==> src/rtl/scan_fill_pkg.sv <==
package scan_fill_pkg;

    typedef enum logic [1:0] {
        MODE_PASS = 2'd0,
        MODE_EXCL = 2'd1,
        MODE_INCL = 2'd2
    } fill_mode_e;

    typedef enum logic {
        ST_OUTSIDE = 1'b0,
        ST_INSIDE  = 1'b1
    } fill_state_e;

endpackage

==> src/rtl/scan_fill_mode_dec.sv <==
module scan_fill_mode_dec
    import scan_fill_pkg::*;
(
    input  logic       incl_en,
    input  logic       excl_en,
    output fill_mode_e mode
);

    // Inclusive has priority over exclusive.
    always_comb begin
        if (incl_en)      mode = MODE_INCL;
        else if (excl_en) mode = MODE_EXCL;
        else              mode = MODE_PASS;
    end

endmodule

==> src/rtl/scan_fill_word_core.sv <==
module scan_fill_word_core
    import scan_fill_pkg::*;
#(
    parameter int WIDTH = 16
) (
    input  fill_mode_e       mode,
    input  logic             start_flag,
    input  logic [WIDTH-1:0] edges,
    output logic [WIDTH-1:0] filled,
    output logic             end_flag
);

    // chain[i] is the flag seen by bit i; chain[WIDTH] is the flag after the word.
    logic [WIDTH:0] chain;

    assign chain[0] = start_flag;

    for (genvar b = 0; b < WIDTH; b++) begin : g_bit
        logic flipped;

        assign flipped      = chain[b] ^ edges[b];
        assign chain[b + 1] = flipped;

        always_comb begin
            unique case (mode)
                MODE_INCL: filled[b] = edges[b] | chain[b];
                MODE_EXCL: filled[b] = flipped;
                default:   filled[b] = edges[b];
            endcase
        end
    end

    // A pass-through word leaves the carried flag alone.
    assign end_flag = (mode == MODE_PASS) ? start_flag : chain[WIDTH];

endmodule

==> src/rtl/scan_fill.sv <==
module scan_fill
    import scan_fill_pkg::*;
#(
    parameter int WIDTH = 16
) (
    input  logic             clk,
    input  logic             rst_n,
    input  logic             in_valid,
    input  logic             in_row_start,
    input  logic [WIDTH-1:0] in_word,
    input  logic             incl_en,
    input  logic             excl_en,
    input  logic             carry_in,
    output logic             out_valid,
    output logic [WIDTH-1:0] out_word
);

    localparam logic [WIDTH-1:0] ZERO_WORD = '0;

    fill_mode_e       mode;
    fill_state_e      fill_q;
    fill_state_e      fill_d;
    logic             start_flag;
    logic             end_flag;
    logic [WIDTH-1:0] filled;

    scan_fill_mode_dec u_mode (
        .incl_en (incl_en),
        .excl_en (excl_en),
        .mode    (mode)
    );

    // Reload from carry_in at a row start, otherwise continue the held state.
    assign start_flag = in_row_start ? carry_in : (fill_q == ST_INSIDE);

    scan_fill_word_core #(.WIDTH(WIDTH)) u_core (
        .mode       (mode),
        .start_flag (start_flag),
        .edges      (in_word),
        .filled     (filled),
        .end_flag   (end_flag)
    );

    // Transitions: enter, leave, or stay.
    always_comb begin
        fill_d = fill_q;
        if (in_valid) begin
            unique case (fill_q)
                ST_OUTSIDE: fill_d = end_flag ? ST_INSIDE : ST_OUTSIDE;
                ST_INSIDE:  fill_d = end_flag ? ST_INSIDE : ST_OUTSIDE;
                default:    fill_d = ST_OUTSIDE;
            endcase
        end
    end

    // State register.
    always_ff @(posedge clk) begin
        if (!rst_n) fill_q <= ST_OUTSIDE;
        else        fill_q <= fill_d;
    end

    // Output register.
    always_ff @(posedge clk) begin
        if (!rst_n) begin
            out_valid <= 1'b0;
            out_word  <= ZERO_WORD;
        end else begin
            out_valid <= in_valid;
            if (in_valid) out_word <= filled;
        end
    end

    AST_PASS_THROUGH: assert property (@(posedge clk) disable iff (!rst_n)
        (in_valid && !incl_en && !excl_en) |=> (out_word == $past(in_word)));

    AST_PASS_HOLDS_STATE: assert property (@(posedge clk) disable iff (!rst_n)
        (in_valid && !in_row_start && !incl_en && !excl_en) |=> (fill_q == $past(fill_q)));

    AST_INCL_KEEPS_EDGES: assert property (@(posedge clk) disable iff (!rst_n)
        (in_valid && incl_en) |=> ((out_word & $past(in_word)) == $past(in_word)));

    AST_EXCL_TOP_IS_STATE: assert property (@(posedge clk) disable iff (!rst_n)
        (in_valid && excl_en && !incl_en) |=> (out_word[WIDTH-1] == (fill_q == ST_INSIDE)));

    AST_ROW_RELOAD: assert property (@(posedge clk) disable iff (!rst_n)
        (in_valid && in_row_start && excl_en && !incl_en)
            |=> (out_word[0] == ($past(carry_in) ^ $past(in_word[0]))));

    AST_IDLE_HOLD: assert property (@(posedge clk) disable iff (!rst_n)
        !in_valid |=> ($stable(out_word) && fill_q == $past(fill_q)));

endmodule

==> config.mk <==
export PLATFORM = sky130hd
export DESIGN_NAME = scan_fill
export DESIGN_NICKNAME = d
export VERILOG_FILES = /design/src/rtl/scan_fill_pkg.sv /design/src/rtl/scan_fill_mode_dec.sv /design/src/rtl/scan_fill_word_core.sv /design/src/rtl/scan_fill.sv
export SDC_FILE = /design/constraint.sdc
export NUM_CORES = 1
export LEC_CHECK = 0
export BUFFER_PORTS_ARGS = -buffer_cell sky130_fd_sc_hd__clkbuf_2
export CORE_ASPECT_RATIO = 1.4
export CORE_UTILIZATION = 52
export DETAILED_ROUTE_END_ITERATION = 8
export PLACE_DENSITY_LB_ADDON = 0.25
export SLEW_MARGIN = 20
export SYNTH_ARGS = -nofsm -noshare
export SYNTH_HDL_FRONTEND = slang
export SYNTH_SLANG_ARGS = --single-unit
==> constraint.sdc <==
create_clock -name clk -period 6.9 [get_ports clk]
set_input_delay 0.345 -clock clk [delete_from_list [all_inputs] [get_ports clk]]
set_output_delay 0.345 -clock clk [all_outputs]
set_load 0.02 [all_outputs]
# Word-level counts from Yosys, hierarchy flattened
# Index checks and enable logic that the tools add are counted.
word_totals:
  ff_bits: 18
  in_bits: 23
  out_inout_bits: 17
  elab_cells: 59
op_classes:
  eq_ne: 2
  muxes: 21
  bitwise: 32
  reduce_logical: 1
ops:
  columns: ["op", "n"]
  rows:
  - ["case mux 1 bit (2 select lines)", 16]
  - ["bitwise OR 1 bit", 16]
  - ["XOR 1 bit", 16]
  - ["two-way mux 1 bit", 4]
  - ["== test 2 x 1 -> 1 bit (second input constant)", 1]
  - ["== test 2 bit (second input constant)", 1]
  - ["zero test 2 bit", 1]
  - ["two-way mux 2 bit", 1]

# Longest topological paths before layout
# Gate-level depths: netlist (run 1).
depth:
  depth_word: 19
  ltp_mapped: 35
  ltp_nobuf: 35

# Modules after synthesis
# Synthesis (run 1) repeated with hierarchy kept, for this count alone.
hier_totals:
  cells_unflattened: 183
  area_unflattened_um2: 1525.2
modules_own_cells:
  columns: ["mod", "n_inst", "cells_per_inst", "area_per_inst_um2", "seq_area_each_um2"]
  rows:
  - ["scan_fill_word_core", 1, 124, 813.3, 0.0]
  - ["scan_fill", 1, 57, 690.7, 360.3]
  - ["scan_fill_mode_dec", 1, 2, 21.3, 0.0]

# Worst setup path before layout (run 1)
# No wires, ideal clock.
synth_timing:
  path_kind: "input-to-reg"
  from: "input port in_row_start"
  to: "register out_word[15]"
  setup_time_ps: 120
  t_arrival_ps: 5804
  required_time_ps: 6780
  slack_ps: 976
  path_stages: 35
  n_path_buf: 0
  path_cell_list: "mux2i_1 ha_1 inv_1 ha_1 inv_1 ha_1 inv_1 ha_1 inv_1 ha_1 inv_1 ha_1 inv_1 ha_1 inv_1 ha_1 inv_1 ha_1 inv_1 ha_1 inv_1 ha_1 inv_1 ha_1 inv_1 ha_1 inv_1 ha_1 inv_1 ha_1 inv_1 ha_1 mux2_2 o211ai_1 nand2_1"
synth_between:
  elab_chain_cells: 18
  elab_cells_between_ends: 19
  classes_between: "mux: 2; bitwise: 17"
synth_lines:
  columns: ["element", "line_no", "rtl"]
  rows:
  - ["start: declaration", "scan_fill.sv:9", "input logic in_row_start,"]
  - ["two-way mux 1 bit (*)", "scan_fill.sv:34", "assign start_flag = in_row_start ? carry_in : (fill_q == ST_INSIDE);"]
  - ["XOR 1 bit (*) (15 in a row)", "scan_fill_word_core.sv:21", "assign flipped = chain[b] ^ edges[b];"]
  - ["XOR 1 bit / bitwise OR 1 bit (equally long branches)", "scan_fill_word_core.sv:21, scan_fill_word_core.sv:26", null]
  - ["case mux 1 bit (2 select lines) (*)", "scan_fill_word_core.sv:25", "unique case (mode)"]
  - ["end signal: assignment", "scan_fill.sv:69", "if (in_valid) out_word <= filled;"]
  - ["end: declaration", "scan_fill.sv:15", "output logic [WIDTH-1:0] out_word"]
# Every way passes the cells marked *; elsewhere a longest branch is shown, timed or not.
# A chain may end at the register's enable or synchronous reset.

# Worst setup path in the final report (run 1)
layout_timing:
  from: "register fill_q"
  to: "register out_word[15]"
layout_between:
  elab_chain_cells: 18
  elab_cells_between_ends: 19
  classes_between: "mux: 2; bitwise: 17"
layout_lines:
  columns: ["element", "line_no", "rtl"]
  rows:
  - ["start: declaration", "scan_fill.sv:21", "fill_state_e fill_q;"]
  - ["start signal: assignment", "scan_fill.sv:59", "else fill_q <= fill_d;"]
  - ["two-way mux 1 bit (*)", "scan_fill.sv:34", null]
  - ["XOR 1 bit (*) (15 in a row)", "scan_fill_word_core.sv:21", null]
  - ["XOR 1 bit / bitwise OR 1 bit (equally long branches)", "scan_fill_word_core.sv:21, scan_fill_word_core.sv:26", null]
  - ["case mux 1 bit (2 select lines) (*)", "scan_fill_word_core.sv:25", null]
# Marked as above.

==> flow_metrics.py, run 1 <==
metrics = {
    "timing": {
        "setup_viol": 0,
        "maxSlewViolCount": 0,
        "setup_tns_ns": 0,
        "worst_pin_slew_ns": 0.772,
        "rsz0062_at_grt": "false",
        "clock_skew_ns": 0.00207,
        "slew_headroom": 0.485,
        "worst_hold_slack_ns": 0.413,
        "setup_slack_ns": 0.601,
        "hold_viol": 0,
        "fmax_mhz": 159,
        "finalCritPeriodShare": 0.913,
        "post-route-min-period_ns": 6.30,
    },
    "synthesis": {
        "yosys-top-cells-count": "inv_1, nand2_1, dfxtp_1, ha_1, nand3b_1",
        "synth.top_cell.area_share": 0.253,
        "synth.distinct_cells": 20,
        "synth_area_leaders": "dfxtp_1, ha_1, inv_1",
        "synthArstFlopShare": 0,
        "synthCells": 164,
        "synth-main-ff-cell": "dfxtp_1",
        "yosysSeqAreaShare": 0.253,
        "ys_ff_latch": 18,
        "syn_nets": 203,
        "synth_edf_count": 0,
        "syn_area_per_cell_um2": 8.67,
        "ys.warnings.count": 0,
        "synth.cell_area_um2": 1420,
        "yosysTopAreaCell": "dfxtp_1",
    },
    "placement": {
        "place_congestion": 0.743,
        "pre_cts_ws_ns": 0.436,
        "portBuffers": 39,
        "place_area_um2": 1580,
        "post-dp-hpwl_um": 2050,
    },
    "routing": {
        "drt_pass1_iterations": 2,
        "totalWireLength_um": 2750,
        "vias_per_cell": 5.10,
        "drt-wirelength-per-cell_um": 11.9,
        "num_vias": 1179,
        "route.detailed.drc": 0,
        "drt_iter0_drc": 26,
        "ant_nets": 0,
    },
    "worst_hold_path": {
        "min_path_type": "primary input to register",
        "hold_depth": 4,
    },
    "run_status": {
        "outcome": "complete, no violations",
    },
    "clock_network": {
        "clock-sinks": 18,
        "insertion_delay_ns": 0.29,
        "htree_levels": 1,
        "cts_resized": 0,
        "cts.path.max_buffers": 2,
        "cts_hold_buf": 0,
        "cts-root-buf": "clkbuf_4",
        "cts_buffers": 3,
        "post_cts_buffers": 0,
        "path_clk_slew_ns": 0.11,
        "tritoncts": "built",
    },
    "power": {
        "pwr-share-comb": 0.536,
        "power.density_nw_per_um2": 259,
        "sequentialPowerShare": 0.307,
        "p_total_mw": 0.417,
        "p_sw_mw": 0.159,
        "p_int_mw": 0.258,
        "clkPwrFrac": 0.157,
        "max-vdd-ir-drop_uv": 149,
        "p_leak_nw": 0.901,
        "switching_share": 0.381,
    },
    "critical_path": {
        "crit_fanout": 2,
        "end_kind": "register",
        "crit_type": "register to register",
        "crit_slowest_cell": "dfxtp_1",
        "startpoint_type": "register",
        "worstRegToRegCells": 35,
        "cp_data_arrival_time_ns": 6.48,
        "slowest_delay_ns": 0.35,
        "cp_common_cell": "ha_1",
        "cp_data_required_time_ns": 7.09,
    },
    "global_route": {
        "grt_usage": 0.205,
        "antenna_found_initial": 0,
        "grt_pass1_vias": 1170,
        "grt_max_degree": 35,
        "overflow": 0,
        "grt_pass1_wl_um": 4640,
    },
    "layout": {
        "synthToLayoutAreaGrowth_pct": 13.4,
        "drive_gt1_frac": 0.344,
        "nets": 235,
        "num_antenna_cells": 0,
        "postLayoutCellArea_um2": 1610,
    },
    "floorplanning": {
        "start_util": 0.544,
        "core_area_um2": 2620,
        "die_w_um": 46.2,
        "io_pins": 40,
        "floorplan.rows": 22,
        "die_y_um": 63.9,
        "fp.dieArea_um2": 2950,
    },
    "job": {
        "drv_cap": 0,
    },
}
[power by group through the flow]
stage | Combinational (mW) | Clock [mW] | Sequential [mW]
floorplan | 0.158 | 0 | 0.147
global placement | 0.210 | 0 | 0.129
detailed placement | 0.224 | 0 | 0.131
CTS | 0.227 | 0.0674 | 0.128
global route | 0.255 | 0.0742 | 0.130
finish | 0.224 | 0.0656 | 0.128
[layout by cell type (no fill, tap or decap), drive strengths merged]
cell,netlist,layout
ha,16,16
dfxtp,18,18
clkbuf,6,43
o211ai,17,17
and2,1,1
o21a,1,1
mux2,16,16
inv,32,32
nand3b,16,16
mux2i,1,1
nor4b,1,1
o21ai,1,1
nand2,32,32
[cells by family after synthesis]
| group | after synthesis | synth area share |
|---|---|---|
| AO/OA/AOI/OAI | 19 | 0.127 |
| adder cells (fa/ha/maj) | 16 | 0.141 |
| buffers and inverters | 44 | 0.145 |
| flip-flops | 18 | 0.253 |
| multiplexers | 17 | 0.155 |
| AND/OR/NAND/NOR | 50 | 0.179 |
[state kept, by name, summed over array words and instances (netlist names)]
signal / flops
fill_q: 1
out_word: 16
out_valid: 1
[final timing paths]
path              slack [ns]                         to                startpoint
setup reg to reg        0.60  out_word[15]$_SDFFE_PN0P_       fill_q$_SDFFE_PN0P_
setup / recovery        0.60  out_word[15]$_SDFFE_PN0P_       fill_q$_SDFFE_PN0P_
hold / removal          0.41  out_word[13]$_SDFFE_PN0P_               in_word[13]
hold reg to reg         0.47   out_word[4]$_SDFFE_PN0P_  out_word[4]$_SDFFE_PN0P_
[critical path, delay by kind of cell (launching register included)]
kind	cells	cell delay, ns
buffers and inverters	15	0.70
muxes	2	0.37
adders and majority gates	16	4.54
and+or+nand+nor	1	0.07
DFF	1	0.35
AOI/OAI and AO/OA	1	0.16
[final cells by class]
cell class	instances	area, um^2
inverter	32	120
tap	36	45.0
fill	245	1000
clock buffer	4	36.3
multi-input combinational	102	856
sequential	18	360
timing repair buffer	39	195
[metrics by stage]
| step | utilization | cells |
|---|---|---|
| floorplan | - | 164 |
| global placement | 0.603 | 227 |
| detailed placement | 0.603 | 227 |
| CTS | 0.617 | 231 |
| global route | 0.617 | 231 |
| finish | 0.617 | 231 |
[routing by layer]
layer	share of wire	track usage	vias to the layer above	wire length, um
li1	-	-	603	-
met1	0.42	0.211	551	1140
met2	0.55	0.398	23	1510
met3	0.025	0.0282	2	69
met4	0.0077	0.0515	0	21
met5	0	0	-	0
Note: power is estimated with default switching activity, not from simulation.
==> run 2: changes to the inputs <==
CORE_ASPECT_RATIO = default   (was 1.4)
==> run 2 against run 1 <==
  * Die area hardly changed
  * Clock skew is 0.0040 ns higher
  * Routed wire length fell by 3.6%
  * Hold slack worse by 0.014 ns
  * Critical path depth did not move
  * Critical path type unchanged
  * Cell area down 0.47%
  * Highest routed layer unchanged
  * Critical endpoint unchanged
  * Core utilization rose by 2.0 points
  * Non-clock buffer count did not move
  * Maximum frequency rose by 1.4%
  * Combinational power decreased by 3%
  * Via count down 3.2%
  * Sequential share of layout area is 0.10 points higher
==> flow_metrics.py, run 2 (synthesized netlist as in run 1, its figures left out) <==
metrics = {
    "global_route": {
        "antenna_found_initial": 0,
        "grt_max_degree": 35,
        "overflow": 0,
        "grt_pass1_wl_um": 4250,
        "grt_pass1_vias": 990,
        "grt_usage": 0.202,
    },
    "routing": {
        "num_vias": 1141,
        "drt_iter0_drc": 8,
        "ant_nets": 0,
        "drt-wirelength-per-cell_um": 11.8,
        "route.detailed.drc": 0,
        "drt_pass1_iterations": 4,
        "vias_per_cell": 5.07,
        "totalWireLength_um": 2650,
    },
    "clock_network": {
        "clock-sinks": 18,
        "path_clk_slew_ns": 0.11,
        "cts_hold_buf": 0,
        "tritoncts": "built",
        "cts_buffers": 3,
        "post_cts_buffers": 0,
        "cts.path.max_buffers": 2,
        "htree_levels": 1,
        "insertion_delay_ns": 0.31,
        "cts_resized": 0,
        "cts-root-buf": "clkbuf_4",
    },
    "timing": {
        "clock_skew_ns": 0.00605,
        "finalCritPeriodShare": 0.900,
        "maxSlewViolCount": 0,
        "hold_viol": 0,
        "setup_viol": 0,
        "slew_headroom": 0.477,
        "post-route-min-period_ns": 6.21,
        "rsz0062_at_grt": "false",
        "fmax_mhz": 161,
        "worst_pin_slew_ns": 0.784,
        "setup_tns_ns": 0,
        "setup_slack_ns": 0.690,
    },
    "floorplanning": {
        "fp.dieArea_um2": 2950,
        "die_w_um": 54.3,
        "core_area_um2": 2520,
        "die_y_um": 54.3,
        "start_util": 0.564,
        "floorplan.rows": 18,
        "io_pins": 40,
    },
    "worst_hold_path": {
        "hold_depth": 4,
        "min_path_type": "primary input to register",
    },
    "placement": {
        "portBuffers": 39,
        "pre_cts_ws_ns": 0.540,
        "place_congestion": 0.680,
        "post-dp-hpwl_um": 1910,
    },
    "critical_path": {
        "cp_data_required_time_ns": 7.11,
        "crit_slowest_cell": "dfxtp_1",
        "crit_fanout": 2,
        "crit_type": "register to register",
        "slowest_delay_ns": 0.36,
        "end_kind": "register",
        "cp_data_arrival_time_ns": 6.42,
        "worstRegToRegCells": 35,
        "cp_common_cell": "ha_1",
        "startpoint_type": "register",
    },
    "job": {
        "drv_cap": 0,
    },
    "layout": {
        "top_register": "out_word",
        "nets": 235,
        "synthToLayoutAreaGrowth_pct": 12.8,
        "num_antenna_cells": 0,
        "layout_common_cells": "clkbuf_2, inv_1, nand2_1",
        "reg_top3": "out_word (16), fill_q (1), out_valid (1)",
        "largest_reg_flops": 16,
        "drive_gt1_frac": 0.344,
        "final_common_cell": "clkbuf_2",
    },
    "run_status": {
        "outcome": "complete, no violations",
    },
    "power": {
        "power.density_nw_per_um2": 258,
        "max-vdd-ir-drop_uv": 173,
        "p_leak_nw": 0.901,
    },
}
[run 2: critical path, delay by kind of cell, from the launching register on]
kind            cells  cell delay, ns
flops               1            0.36
fa+ha+maj          16            4.51
simple gates        1            0.06
compound gates      1            0.16
buf+inv            15            0.65
mux                 2            0.36
[run 2: routing by layer]
layer,GRT usage,vias up,routed length (um)
li1,-,600,-
met1,0.239,512,1180
met2,0.356,24,1310
met3,0.0306,5,106
met4,0.0897,0,57
met5,0,-,0
[run 2: stage by stage]
stage                     cell area (um^2)  cells  utilization  hold slack, ns  total power [mW]
after floorplan                       1420    164            -           0.545             0.304
final                                 1610    225        0.636           0.398             0.414
after detailed placement              1570    221        0.622           0.460             0.350
after global placement                1570    221        0.622           0.455             0.337
after CTS                             1610    225        0.636           0.395             0.419
after global routing                  1610    225        0.636           0.394             0.456
[run 2: final cells by class]
class                   count  area, um^2
clock buffers               4        36.3
fillers                   246         917
inverters                  32         120
multi-input cells         102         856
flip-flops and latches     18         360
well taps                  30        37.5
repair buffers             39         195
[run 2: path summary, 6_finish.rpt]
path | slack (ns) | end | from
worst max-delay path | 0.69 | out_word[15]$_SDFFE_PN0P_ | fill_q$_SDFFE_PN0P_
worst min-delay path | 0.40 | out_word[8]$_SDFFE_PN0P_ | in_word[8]
worst max register to register | 0.69 | out_word[15]$_SDFFE_PN0P_ | fill_q$_SDFFE_PN0P_
worst min register to register | 0.47 | out_word[14]$_SDFFE_PN0P_ | out_word[14]$_SDFFE_PN0P_
[run 2: power breakdown]
part           leakage [nW]  internal, mW  switching, mW
clock network        0.0210        0.0323         0.0357
logic                 0.731         0.105          0.113
registers             0.149         0.120        0.00801
total                 0.901         0.257          0.157
==> run 3: changes to the inputs <==
CORE_UTILIZATION = 54   (was 52)
CTS_BUF_LIST = sky130_fd_sc_hd__clkbuf_2 sky130_fd_sc_hd__clkbuf_4 sky130_fd_sc_hd__clkbuf_8   (was default)
PLACE_DENSITY_LB_ADDON = 0.2   (was 0.25)
REMOVE_ABC_BUFFERS = 1   (was default)
==> run 3 against run 2 <==
  * Critical path depth stayed put
  * Routed wire length is 4.5% higher
  * Clock skew fell by 0.0052 ns
  * Sequential share of layout area stayed put
  * Highest routed layer unchanged
  * First-iteration DRC count rose by 75%
  * Die area shrank 3.6%
  * Sequential cell count unchanged
==> flow_metrics.py, run 3 (synthesized netlist as in run 1, its figures left out) <==
metrics = {
    "run_status": {
        "outcome": "complete, no violations",
    },
    "critical_path": {
        "cp_data_arrival_time_ns": 6.46,
        "crit_fanout": 2,
        "crit_slowest_cell": "dfxtp_1",
        "end_kind": "register",
        "cp_common_cell": "ha_1",
        "startpoint_type": "register",
        "crit_type": "register to register",
        "cp_data_required_time_ns": 7.09,
        "slowest_delay_ns": 0.35,
    },
    "global_route": {
        "grt_max_degree": 35,
        "grt_pass1_wl_um": 4420,
        "grt_usage": 0.211,
        "overflow": 0,
        "antenna_found_initial": 0,
        "grt_pass1_vias": 999,
    },
    "layout": {
        "top_register": "out_word",
        "num_antenna_cells": 0,
        "multi_input_area_um2": 856,
        "fill_cells": 249,
        "seq_area_um2": 360,
        "drive_gt1_frac": 0.344,
        "reg_top3": "out_word (16), fill_q (1), out_valid (1)",
        "final_common_cell": "clkbuf_2",
        "layout_common_cells": "clkbuf_2, inv_1, nand2_1",
        "largest_reg_flops": 16,
        "nets": 235,
        "synthToLayoutAreaGrowth_pct": 12.8,
        "fin_util": 0.648,
    },
    "placement": {
        "place_congestion": 0.716,
        "post-dp-hpwl_um": 1980,
        "portBuffers": 39,
    },
    "timing": {
        "clock_skew_ns": 0.000818,
        "hold_viol": 0,
        "maxSlewViolCount": 0,
        "finalCritPeriodShare": 0.908,
        "rsz0062_at_grt": "false",
        "worst_pin_slew_ns": 0.779,
        "slew_headroom": 0.481,
        "fmax_mhz": 160,
        "setup_viol": 0,
        "setup_tns_ns": 0,
        "post-route-min-period_ns": 6.27,
    },
    "routing": {
        "route.detailed.drc": 0,
        "drt_iter0_drc": 14,
        "num_vias": 1158,
        "vias_per_cell": 5.15,
        "totalWireLength_um": 2770,
        "drt-wirelength-per-cell_um": 12.3,
        "drt_pass1_iterations": 4,
        "ant_nets": 0,
    },
    "worst_hold_path": {
        "min_path_type": "primary input to register",
    },
    "floorplanning": {
        "start_util": 0.574,
        "die_w_um": 53.3,
        "fp.dieArea_um2": 2840,
        "io_pins": 40,
        "floorplan.rows": 18,
        "core_area_um2": 2480,
        "die_y_um": 53.3,
    },
    "power": {
        "p_leak_nw": 0.901,
        "power.density_nw_per_um2": 258,
        "p_total_mw": 0.415,
        "max-vdd-ir-drop_uv": 154,
    },
    "clock_network": {
        "post_cts_buffers": 0,
        "path_clk_slew_ns": 0.11,
        "cts-root-buf": "clkbuf_4",
        "insertion_delay_ns": 0.29,
        "cts.path.max_buffers": 2,
        "htree_levels": 1,
        "cts_hold_buf": 0,
        "cts_resized": 0,
        "cts_buffers": 3,
        "tritoncts": "built",
        "clock-sinks": 18,
    },
    "job": {
        "drv_cap": 0,
    },
}
==> run 3: cell counts in the layout (fill, tap and decap cells not counted) <==
Identical to the previous run, type by type.
==> run 3: path summary, 6_finish.rpt <==
path / cells past startpoint / endpoint / slack (ns) / start
max: 35 / out_word[15]$_SDFFE_PN0P_ / 0.63 / fill_q$_SDFFE_PN0P_
min: 4 / out_word[9]$_SDFFE_PN0P_ / 0.42 / in_word[9]
max reg2reg: 35 / out_word[15]$_SDFFE_PN0P_ / 0.63 / fill_q$_SDFFE_PN0P_
min reg2reg: 2 / out_word[10]$_SDFFE_PN0P_ / 0.48 / out_word[10]$_SDFFE_PN0P_
==> run 3: where the power goes <==
part / total [mW] / internal (mW) / switching, mW / leakage (nW)
Sequential: 0.128 / 0.120 / 0.00825 / 0.149
Clock: 0.0665 / 0.0321 / 0.0344 / 0.0210
Combinational: 0.220 / 0.106 / 0.114 / 0.731
Total: 0.415 / 0.258 / 0.157 / 0.901
==> run 3: critical path: cells and delay by family (launching register included) <==
| kind | cells | cell delay [ns] |
|---|---|---|
| and+or+nand+nor | 1 | 0.06 |
| adders and majority gates | 16 | 4.55 |
| DFF | 1 | 0.35 |
| muxes | 2 | 0.37 |
| AOI/OAI and AO/OA | 1 | 0.17 |
| buffers and inverters | 15 | 0.68 |
==> run 3: final cells by class <==
class / count / share of cell area
tap: 30 / 0.0234
clock buffer: 4 / 0.0226
timing repair buffer: 39 / 0.122
inverter: 32 / 0.0748
multi-input combinational: 102 / 0.533
sequential: 18 / 0.224
==> run 3: through the flow <==
step	cells	cell area [um^2]	worst slack, ns	hold slack, ns
after floorplan	152	1340	0.976	0.462
after global placement	221	1570	0.645	0.455
after detailed placement	221	1570	0.435	0.461
after CTS	225	1610	0.581	0.413
after global routing	225	1610	0.254	0.414
final	225	1610	0.633	0.416
==> run 3: metal layers <==
metal / up-vias / GRT usage / wire length (um)
li1: 600 / - / -
met1: 531 / 0.266 / 1300
met2: 25 / 0.377 / 1370
met3: 2 / 0.0172 / 87
met4: 0 / 0.0526 / 11
met5: - / 0 / 0
